--- src/rtl/pps_cap_pkg.sv ---
package pps_cap_pkg;

  // source selector field of the mode byte
  typedef enum logic [1:0] {
    SRC_NONE = 2'd0,
    SRC_CTS  = 2'd1,
    SRC_DCD  = 2'd2,
    SRC_RSV  = 2'd3
  } pps_src_e;

  // mode byte, bit 7 down to bit 0
  typedef struct packed {
    logic [1:0] rsv_hi;
    logic       narrow;
    logic       invert;
    logic [1:0] rsv_lo;
    pps_src_e   src;
  } pps_mode_t;

  localparam int unsigned MODE_W = $bits(pps_mode_t);

  // word addresses
  localparam logic [1:0] ADR_MODE  = 2'd0;
  localparam logic [1:0] ADR_TS_AS = 2'd1;
  localparam logic [1:0] ADR_TS_CL = 2'd2;
  localparam logic [1:0] ADR_SEQ   = 2'd3;

  // line indices on the synchronizer vector
  localparam int unsigned LN_CTS  = 0;
  localparam int unsigned LN_DCD  = 1;
  localparam int unsigned N_LINES = 2;

endpackage

--- src/rtl/pps_line_sync.sv ---
module pps_line_sync #(
  parameter int unsigned N_IN   = 2,
  parameter int unsigned STAGES = 2
) (
  input  logic            clk,
  input  logic            rst_n,
  input  logic [N_IN-1:0] raw_in,
  output logic [N_IN-1:0] sync_out
);

  for (genvar g = 0; g < N_IN; g++) begin : g_line
    logic [STAGES-1:0] chain_q;
    logic [STAGES-1:0] chain_d;

    always_comb begin
      chain_d = {chain_q[STAGES-2:0], raw_in[g]};
    end

    always_ff @(posedge clk or negedge rst_n) begin
      if (!rst_n) begin
        chain_q <= '0;
      end else begin
        chain_q <= chain_d;
      end
    end

    assign sync_out[g] = chain_q[STAGES-1];
  end

endmodule

--- src/rtl/pps_event_gen.sv ---
module pps_event_gen
  import pps_cap_pkg::*;
#(
  parameter int unsigned LOCKOUT_CYCLES = 62_500_000,
  parameter int unsigned LOCK_W         = $clog2(LOCKOUT_CYCLES + 1)
) (
  input  logic               clk,
  input  logic               rst_n,
  input  logic [N_LINES-1:0] line_sync,
  input  pps_mode_t          mode,
  input  logic               mode_chg,
  output logic               fire_assert,
  output logic               fire_clear
);

  localparam logic [LOCK_W-1:0] LOCK_LOAD = LOCK_W'(LOCKOUT_CYCLES);

  logic              prev_q, prev_d;
  logic              delta_q, delta_d;
  logic              resync_q, resync_d;
  logic [LOCK_W-1:0] lock_q, lock_d;

  logic src_on;
  logic sel_line;
  logic level;
  logic quiet;
  logic changed;
  logic fire_pair;
  logic lock_idle;
  logic mode_unused;

  assign mode_unused = ^{mode.rsv_hi, mode.rsv_lo};

  // source selection and sense
  always_comb begin
    src_on   = 1'b0;
    sel_line = 1'b0;
    unique case (mode.src)
      SRC_CTS: begin src_on = 1'b1; sel_line = line_sync[LN_CTS]; end
      SRC_DCD: begin src_on = 1'b1; sel_line = line_sync[LN_DCD]; end
      default: begin src_on = 1'b0; sel_line = 1'b0; end
    endcase
  end

  assign level     = src_on & (sel_line ^ mode.invert);
  assign quiet     = mode_chg | resync_q;
  assign changed   = src_on & (level != prev_q);
  assign lock_idle = (lock_q == '0);
  assign fire_pair = mode.narrow & delta_q & ~quiet;

  // event decode
  always_comb begin
    fire_assert = 1'b0;
    fire_clear  = 1'b0;
    if (mode.narrow) begin
      fire_assert = fire_pair;
      fire_clear  = fire_pair;
    end else if (changed && !quiet) begin
      fire_assert = level;
      fire_clear  = ~level;
    end
  end

  // next state
  always_comb begin
    prev_d   = level;
    resync_d = mode_chg;

    delta_d = delta_q;
    if (mode_chg || fire_pair) begin
      delta_d = 1'b0;
    end else if (mode.narrow && changed && lock_idle && !resync_q) begin
      delta_d = 1'b1;
    end

    lock_d = lock_q;
    if (mode_chg) begin
      lock_d = '0;
    end else if (fire_pair) begin
      lock_d = LOCK_LOAD;
    end else if (!lock_idle) begin
      lock_d = lock_q - 1'b1;
    end
  end

  always_ff @(posedge clk or negedge rst_n) begin
    if (!rst_n) begin
      prev_q   <= 1'b0;
      delta_q  <= 1'b0;
      resync_q <= 1'b0;
      lock_q   <= '0;
    end else begin
      prev_q   <= prev_d;
      delta_q  <= delta_d;
      resync_q <= resync_d;
      lock_q   <= lock_d;
    end
  end


  lock_blocks_chk: assert property (@(posedge clk) disable iff (!rst_n)
    (lock_q != '0) |-> !(fire_assert || fire_clear));


  lock_countdown_chk: assert property (@(posedge clk) disable iff (!rst_n)
    (lock_q != '0 && !mode_chg) |=> (lock_q == $past(lock_q) - 1'b1));


  pair_loads_lock_chk: assert property (@(posedge clk) disable iff (!rst_n)
    (fire_assert && fire_clear) |=> (lock_q == LOCK_LOAD));


  chg_clears_chk: assert property (@(posedge clk) disable iff (!rst_n)
    mode_chg |=> (lock_q == '0 && !delta_q));

endmodule

--- src/rtl/pps_capture_regs.sv ---
module pps_capture_regs
  import pps_cap_pkg::*;
#(
  parameter int unsigned DATA_W = 32,
  parameter int unsigned TS_W   = 32,
  parameter int unsigned SEQ_W  = 16
) (
  input  logic              clk,
  input  logic              rst_n,
  input  logic              bus_wr,
  input  logic [1:0]        bus_addr,
  input  logic [DATA_W-1:0] bus_wdata,
  output logic [DATA_W-1:0] bus_rdata,
  input  logic              fire_assert,
  input  logic              fire_clear,
  output pps_mode_t         mode,
  output logic              mode_chg,
  output logic              evt_valid,
  output logic [1:0]        evt_flags
);

  localparam int unsigned HALF = DATA_W / 2;

  pps_mode_t         mode_q, mode_d;
  logic [TS_W-1:0]   ts_cnt_q, ts_cnt_d;
  logic [TS_W-1:0]   ts_as_q, ts_as_d;
  logic [TS_W-1:0]   ts_cl_q, ts_cl_d;
  logic [SEQ_W-1:0]  seq_as_q, seq_as_d;
  logic [SEQ_W-1:0]  seq_cl_q, seq_cl_d;
  logic              evt_q, evt_d;
  logic [1:0]        flags_q, flags_d;

  logic              mode_en;
  logic              as_en;
  logic              cl_en;
  logic              wdata_unused;

  assign wdata_unused = ^bus_wdata[DATA_W-1:MODE_W];

  // clock enables
  assign mode_en = bus_wr && (bus_addr == ADR_MODE);
  assign as_en   = fire_assert;
  assign cl_en   = fire_clear;

  // next state
  always_comb begin
    ts_cnt_d = ts_cnt_q + 1'b1;
    mode_d   = mode_en ? pps_mode_t'(bus_wdata[MODE_W-1:0]) : mode_q;
    ts_as_d  = as_en ? ts_cnt_q : ts_as_q;
    ts_cl_d  = cl_en ? ts_cnt_q : ts_cl_q;
    seq_as_d = as_en ? seq_as_q + 1'b1 : seq_as_q;
    seq_cl_d = cl_en ? seq_cl_q + 1'b1 : seq_cl_q;
    evt_d    = as_en | cl_en;
    flags_d  = {cl_en, as_en};
  end

  always_ff @(posedge clk or negedge rst_n) begin
    if (!rst_n) begin
      mode_q   <= '0;
      ts_cnt_q <= '0;
      ts_as_q  <= '0;
      ts_cl_q  <= '0;
      seq_as_q <= '0;
      seq_cl_q <= '0;
      evt_q    <= 1'b0;
      flags_q  <= 2'b00;
    end else begin
      mode_q   <= mode_d;
      ts_cnt_q <= ts_cnt_d;
      ts_as_q  <= ts_as_d;
      ts_cl_q  <= ts_cl_d;
      seq_as_q <= seq_as_d;
      seq_cl_q <= seq_cl_d;
      evt_q    <= evt_d;
      flags_q  <= flags_d;
    end
  end

  // read mux
  always_comb begin
    unique case (bus_addr)
      ADR_MODE:  bus_rdata = DATA_W'(mode_q);
      ADR_TS_AS: bus_rdata = DATA_W'(ts_as_q);
      ADR_TS_CL: bus_rdata = DATA_W'(ts_cl_q);
      default:   bus_rdata = {HALF'(seq_cl_q), HALF'(seq_as_q)};
    endcase
  end

  assign mode      = mode_q;
  assign mode_chg  = mode_en;
  assign evt_valid = evt_q;
  assign evt_flags = flags_q;


  seq_step_chk: assert property (@(posedge clk) disable iff (!rst_n)
    fire_assert |=> (seq_as_q == $past(seq_as_q) + 1'b1));


  pair_ts_chk: assert property (@(posedge clk) disable iff (!rst_n)
    (evt_q && flags_q == 2'b11) |-> (ts_as_q == ts_cl_q));


  mode_no_event_chk: assert property (@(posedge clk) disable iff (!rst_n)
    mode_en |=> !evt_q);


  ro_write_chk: assert property (@(posedge clk) disable iff (!rst_n)
    (bus_wr && bus_addr != ADR_MODE) |=> (mode_q == $past(mode_q)));


  ts_run_chk: assert property (@(posedge clk) disable iff (!rst_n)
    (ts_cnt_q != '1) |=> (ts_cnt_q == $past(ts_cnt_q) + 1'b1));

endmodule

--- src/rtl/pps_capture_top.sv ---
module pps_capture_top
  import pps_cap_pkg::*;
#(
  parameter int unsigned DATA_W         = 32,
  parameter int unsigned TS_W           = 32,
  parameter int unsigned SEQ_W          = 16,
  parameter int unsigned SYNC_STAGES    = 2,
  parameter int unsigned LOCKOUT_CYCLES = 62_500_000
) (
  input  logic              clk,
  input  logic              rst_n,
  input  logic              cts_in,
  input  logic              dcd_in,
  input  logic              bus_wr,
  input  logic [1:0]        bus_addr,
  input  logic [DATA_W-1:0] bus_wdata,
  output logic [DATA_W-1:0] bus_rdata,
  output logic              evt_valid,
  output logic [1:0]        evt_flags
);

  localparam int unsigned LOCK_W = $clog2(LOCKOUT_CYCLES + 1);

  // reset: asserted asynchronously, released on the clock
  logic [1:0] rst_pipe_q;
  logic       rst_n_int;

  always_ff @(posedge clk or negedge rst_n) begin
    if (!rst_n) begin
      rst_pipe_q <= 2'b00;
    end else begin
      rst_pipe_q <= {rst_pipe_q[0], 1'b1};
    end
  end

  assign rst_n_int = rst_pipe_q[1];

  logic [N_LINES-1:0] raw_lines;
  logic [N_LINES-1:0] sync_lines;
  pps_mode_t          mode;
  logic               mode_chg;
  logic               fire_assert;
  logic               fire_clear;

  assign raw_lines[LN_CTS] = cts_in;
  assign raw_lines[LN_DCD] = dcd_in;

  pps_line_sync #(
    .N_IN   (N_LINES),
    .STAGES (SYNC_STAGES)
  ) u_sync (
    .clk      (clk),
    .rst_n    (rst_n_int),
    .raw_in   (raw_lines),
    .sync_out (sync_lines)
  );

  pps_event_gen #(
    .LOCKOUT_CYCLES (LOCKOUT_CYCLES),
    .LOCK_W         (LOCK_W)
  ) u_evt (
    .clk         (clk),
    .rst_n       (rst_n_int),
    .line_sync   (sync_lines),
    .mode        (mode),
    .mode_chg    (mode_chg),
    .fire_assert (fire_assert),
    .fire_clear  (fire_clear)
  );

  pps_capture_regs #(
    .DATA_W (DATA_W),
    .TS_W   (TS_W),
    .SEQ_W  (SEQ_W)
  ) u_regs (
    .clk         (clk),
    .rst_n       (rst_n_int),
    .bus_wr      (bus_wr),
    .bus_addr    (bus_addr),
    .bus_wdata   (bus_wdata),
    .bus_rdata   (bus_rdata),
    .fire_assert (fire_assert),
    .fire_clear  (fire_clear),
    .mode        (mode),
    .mode_chg    (mode_chg),
    .evt_valid   (evt_valid),
    .evt_flags   (evt_flags)
  );

endmodule

--- config.mk ---
export PLATFORM = sky130hd
export DESIGN_NAME = pps_capture_top
export DESIGN_NICKNAME = d
export VERILOG_FILES = /design/src/rtl/pps_cap_pkg.sv /design/src/rtl/pps_line_sync.sv /design/src/rtl/pps_event_gen.sv /design/src/rtl/pps_capture_regs.sv /design/src/rtl/pps_capture_top.sv
export SDC_FILE = /design/constraint.sdc
export NUM_CORES = 1
export LEC_CHECK = 0
export BUFFER_PORTS_ARGS = -buffer_cell sky130_fd_sc_hd__buf_2
export CAP_MARGIN = 5
export CORE_AREA = 2 2 168 129
export CTS_BUF_LIST = sky130_fd_sc_hd__clkbuf_16
export CTS_CLUSTER_SIZE = 14
export DETAILED_ROUTE_END_ITERATION = 10
export DIE_AREA = 0 0 170 131
export SYNTH_ARGS = -nofsm -noshare
export SYNTH_HDL_FRONTEND = slang
export SYNTH_HIERARCHICAL = 1
export SYNTH_SLANG_ARGS = --single-unit
--- constraint.sdc ---
create_clock -name clk -period 8.8 [get_ports clk]
set_input_delay 1.32 -clock clk [delete_from_list [all_inputs] [get_ports clk]]
set_output_delay 1.32 -clock clk [all_outputs]
set_load 0.02 [all_outputs]
* After elaboration in Yosys (flattened, before gate mapping)
Cells that the tools add are included.
** Cells by class
- Equal/unequal tests :: 6
- Bitwise gates (word level) :: 9
- Muxes and demuxes :: 12
- Reduce and logical (&&, ||, !) cells :: 12
- $add $sub $neg :: 4
** Operators with widths (count)
- $pmux 32 s3 :: 1
- $mux 26 :: 3
- $add 16x1->16 const B :: 2
- $add 32x1->32 const B :: 1
- $logic_not 26->1 :: 1
- $sub 26x1->26 const B :: 1
- $mux 1 :: 7
- $logic_and 1x1->1 :: 5
- $and 1x1->1 :: 4
- $eq 2x1->1 const B :: 2
- $eq 2x2->1 const B :: 2
- $ne 3x1->1 const B :: 1
- $logic_not 1->1 :: 2
- $logic_not 2->1 :: 1
- $not 1->1 :: 2
- $or 1x1->1 :: 2
- $pmux 1 s2 :: 1
- $reduce_bool 2->1 :: 1
- $reduce_or 2->1 :: 1
- $logic_or 1x1->1 :: 1
- $ne 1x1->1 :: 1
- $xor 1x1->1 :: 1
** Storage, ports and cells
- Flip-flop bits (word level) :: 174
- Word-level logic and storage cells :: 62
- Bits of input ports :: 39
- Output and inout port bits :: 35

* Depth between registers and ports, before layout
- Depth in word-level cells :: 11
- Depth in mapped cells :: 11
- Mapped depth without buffers :: 11

* Modules after synthesis
The synthesis kept the hierarchy.
** Modules (own cells, without submodules)
- pps_capture_regs :: seq. area each 3478.3 sq um, area each 6304.8 sq um, instances 1, cells each 473
- pps_event_gen :: seq. area each 725.7 sq um, area each 1651.6 sq um, instances 1, cells each 169
- pps_line_sync :: seq. area each 100.1 sq um, area each 115.1 sq um, instances 1, cells each 6
- pps_capture_top :: seq. area each 50.0 sq um, area each 53.8 sq um, instances 1, cells each 3

* Least setup slack after synthesis
OpenSTA, ideal clock, no wires.
- Path kind :: input -> output
- Start :: input port bus_addr[0]
- End :: output port bus_rdata[14]
- Arrival :: 2.421 ns
- Buffers on the path :: 2
- Slack :: 5.059 ns
- Stages on the path :: 4
- Required time :: 7.480 ns
- Cell sequence :: buf_2 > clkbuf_1 > mux2_2 > a22o_1
** On the way
- Cells in the longest elaborated chain, start to end :: 2
- Elaborated cells on any way between the ends :: 4
- Classes of those cells :: 2 x eq/ne; 1 x mux; 1 x reduce/logical
** Ends and longest elaborated chain
- start: declaration :: RTL line pps_capture_top.sv:15 : input logic [1:0] bus_addr,
- $eq 2x2->1, or another cell as far along :: RTL line pps_capture_regs.sv:81 : unique case (bus_addr)
- $pmux 32 s3 * :: RTL line pps_capture_regs.sv:81
- end: declaration :: RTL line pps_capture_top.sv:17 : output logic [DATA_W-1:0] bus_rdata,
Mark *: on every way between the ends. The rest lies on a longest branch, timed or not.

* Worst setup path after layout
- Start :: input port bus_addr[0]
- End :: register u_regs.seq_as_q[15]
** On the way
- Cells in the longest elaborated chain, start to end :: 7
- Elaborated cells on any way between the ends :: 9
- Classes of those cells :: 2 x mux; 3 x bitwise; 4 x reduce/logical
** Ends and longest elaborated chain
- $logic_not 2->1 * :: RTL line pps_capture_regs.sv:41 : assign mode_en = bus_wr && (bus_addr == ADR_MODE);
- $logic_and 1x1->1 * :: RTL line pps_capture_regs.sv:41
- named net mode_chg :: RTL line pps_capture_top.sv:41 : logic mode_chg;
- $or 1x1->1 * :: RTL line pps_event_gen.sv:46 : assign quiet = mode_chg | resync_q;
- $logic_not 1->1 :: RTL line pps_event_gen.sv:58 : end else if (changed && !quiet) begin
- $logic_and 1x1->1 :: RTL line pps_event_gen.sv:58
- $mux 1 :: RTL line pps_event_gen.sv:58
- $mux 1 * :: RTL line pps_event_gen.sv:55 : if (mode.narrow) begin
- named net fire_assert :: RTL line pps_capture_top.sv:42 : logic fire_assert;
- end signal: assignment :: RTL line pps_capture_regs.sv:72 : seq_as_q <= seq_as_d;
- end: declaration :: RTL line pps_capture_regs.sv:28 : logic [SEQ_W-1:0] seq_as_q, seq_as_d;
Mark *: on every way through the listed nets, which the timed path passes. The rest lies on a longest branch.
A chain may end at the register's enable or synchronous reset.

==> results.yml <==
cts:
  clkSinkCount: 174
  clk_latency_ps: 440
  tritoncts: "yes"
  ctsResizeCount: 0
  htree_levels: 4
  numCtsBuffers: 17
  ctsHoldBuffers: 0
  clock_path_buffers: 2
  clkTransAtPathRegs_ps: 70
  clockRootBuffer: "clkbuf_16"
  cts_setup_buffers: 0
final_layout:
  syn_to_final_growth_pct: 13.23
  fillCellCount: 1860
  seq_area_mm2: 0.004358
  finalInstanceArea_mm2: 0.009200
  drive_gt1_share_pct: 30.31
  nets: 738
  multi_input_comb_area_mm2: 0.003562
  diodes: 0
logic_synthesis:
  yosysTopAreaCell: "dfrtp_1"
  synth-simple-area-share_pct: 12.97
  muxShareOfSynthArea_pct: 15.94
  yosys-top-cells-area: "dfrtp_1 54%, mux2_2 14%, xnor2_1 4.7%"
  syn_inst: 651
  synth_top_area_share_pct: 53.59
  synth_compound_area_share_pct: 5.220
  synth_fa_ha_area_share_pct: 0.9239
  synth_nets: 696
  synth_xor_area_share_pct: 8.516
  netlist_top_cells_count: "174 x dfrtp_1, 99 x mux2_2, 44 x xnor2_1, 35 x xor2_1"
  yosysMostFrequentCell: "dfrtp_1"
  synth_top_family_by_area: "multiplexers"
  syn_avg_cell_area_um2: 12.48
  ys_seq_area_share_pct: 53.59
  ys_types: 51
  async_flop_share_pct: 100.0
  synthFlopType: "dfrtp_1"
  synth_edf_count: 0
  synthesis.area_mm2: 0.008125
  yosys_register_bits: 174
  ys_warn_count: 6
power:
  finalPower_mw: 2.278
  p_clk_share_pct: 33.5
  seqPwrFrac_pct: 43.8
  powerDensity_mw_per_mm2: 247.6
  irDropWorstVdd_mv: 0.1739
  p_leak_nw: 4.308
  sw_frac_of_total_pct: 31.08
  p_comb_share_pct: 22.8
  p_switching_mw: 0.7080
  intPower_mw: 1.570
sta:
  maxSlewHeadroom_pct: 31.41
  grt_setup_unrepaired: "false"
  hold_viol: 0
  worst_pin_slew_ps: 1029
  finalMaxSlewViolations: 0
  min_period_ps: 4818
  worst_hold_slack_ps: 272.5
  setup_viol_count_final: 0
  period_share_pct: 54.75
  clock_skew_ps: 17.36
  finalSetupTns_ps: 0
  max_freq_mhz: 207.6
routing:
  met1_length_mm: 8.295
  top_layer: "met4"
  num_vias: 5206
  drtAntennaViolNets: 0
  dr.pass1.iters: 4
  viasPerCell: 5.367
  route.met2.wl_mm: 8.109
  drt_iter0_drc: 320
  wire_per_inst_um: 17.73
  route.met3.wl_um: 652
  post-route-drc-count: 0
  routed_wl_mm: 17.20
status:
  status: "complete, no violations"
place:
  place_area_mm2: 0.008605
  portBuffers: 49
  place.gp.congestion: 0.7857
  dp_hpwl_mm: 11.14
setup_path:
  worst-setup-path-type: "input pin to flop"
  reg2regPathDepth: 7
  rr_startpoint: "u_evt/resync_q$_DFF_PN0_"
  critPathBufInv: 3
  cp_max_fo: 39
  cp_top_family: "simple AND/OR/NAND/NOR gates"
  r2r_setup_slack_ps: 5590
  worstPathRequired_ps: 9160
  cp-end-kind: "flop"
  cp_common_cell: "buf_4"
  arrival_ps: 5170
  critPathSlowestCell: "nand4bb_1"
  critPathMaxStageDelay_ps: 800
  start_kind: "input pin"
  crit_chain: "buf_2 -> nor3b_2 -> buf_4 -> nand4bb_1 -> o21ai_4 -> buf_4 -> and3_1 -> nand4_1 -> nor4_1 -> xor2_1"
  rr_endpoint: "u_regs/seq_as_q[15]$_DFFE_PN0P_"
grt:
  grt_max_degree: 72
  antenna_found_initial: 0
  grt_pass1_wl_mm: 28.77
  grt-ovfl-total: 0
  grtUsageTotal_pct: 16.71
  grt_pass1_vias: 5389
hold_path:
  hold_class: "flop to asynchronous set/reset pin"
die:
  rows: 46
  dieArea_mm2: 0.02227
  ios: 74
  initial_utilization_pct: 39.21
  fp.coreArea_mm2: 0.02072
  die_y_um: 131
  die_w_um: 170
job:
  drv_cap: 0
kinds of logic after synthesis:
logic type      Yosys count
buf+inv                  49
flops                   174
mux                     107
compound gates           57
other cells               1
simple gates            178
xor+xnor                 79
fa+ha+maj                 6
state kept, by name, indices dropped and copies added, names as in the netlist:
register,flops
u_regs/ts_as_q,32
u_regs/ts_cl_q,32
u_regs/ts_cnt_q,32
u_evt/lock_q,26
u_regs/seq_as_q,16
u_regs/seq_cl_q,16
u_regs/mode,8
u_sync/g_line.chain_q,4
rst_pipe_q,2
u_regs/evt_flags,2
u_evt/delta_q,1
u_evt/prev_q,1
u_evt/resync_q,1
u_regs/evt_valid,1
power groups by stage:
| stage | logic (mW) | registers, mW | clock network [mW] |
|---|---|---|---|
| after floorplan | 0.407 | 0.995 | 0 |
| after global placement | 0.504 | 1.00 | 0 |
| after detailed placement | 0.521 | 1.01 | 0 |
| after CTS | 0.523 | 0.997 | 0.782 |
| after global routing | 0.574 | 1.01 | 0.819 |
| final | 0.519 | 0.997 | 0.762 |
metrics by stage:
stage          cells  setup slack (ps)  utilization (%)
2_1_floorplan    651              3593                -
3_3_place_gp     938              3557            41.53
3_5_place_dp     938              3522            41.53
4_1_cts          970              3949            44.40
5_1_grt          970              3638            44.40
6_report         970              3982            44.40
metal layers:
layer	track usage (%)	up-vias
li1	-	2422
met1	22.89	2694
met2	26.89	80
met3	4.157	10
met4	4.173	0
met5	0	-
placed cells by master (no fill, tap or decap), types with 21 or more instances in the layout:
| cell | synthesis | final |
|---|---|---|
| dfrtp_1 | 174 | 173 |
| mux2_2 | 99 | 99 |
| buf_2 | 10 | 49 |
| xnor2_1 | 44 | 44 |
| xor2_1 | 35 | 35 |
| nand2_1 | 27 | 27 |
| nor2_1 | 27 | 27 |
| a22o_1 | 24 | 24 |
| nor3_1 | 22 | 22 |
| nand3_1 | 21 | 21 |
cell type report:
type,count,area share (%)
clock buffer,17,4.624
clock inverter,15,1.850
inverter,17,0.6936
multi-input combinational,428,38.72
sequential,174,47.37
tap,264,3.590
timing repair buffer,55,3.155
worst max path at each step:
stage | cells past startpoint | startpoint | slack, ps | to
after CTS | 10 | bus_addr[0] | 3950 | u_regs/seq_as_q[15]$_DFFE_PN0P_
after floorplan | 0 | rst_pipe_q[1]$_DFF_PN0_ | 3590 | u_evt/delta_q$_DFFE_PN0P_
after global placement | 10 | bus_addr[0] | 3560 | u_regs/seq_as_q[15]$_DFFE_PN0P_
final | 10 | bus_addr[0] | 3980 | u_regs/seq_as_q[15]$_DFFE_PN0P_
after detailed placement | 10 | bus_addr[0] | 3520 | u_regs/seq_as_q[15]$_DFFE_PN0P_
after global routing | 10 | bus_addr[0] | 3640 | u_regs/seq_as_q[15]$_DFFE_PN0P_
Note: power is estimated with default switching activity, not from simulation.
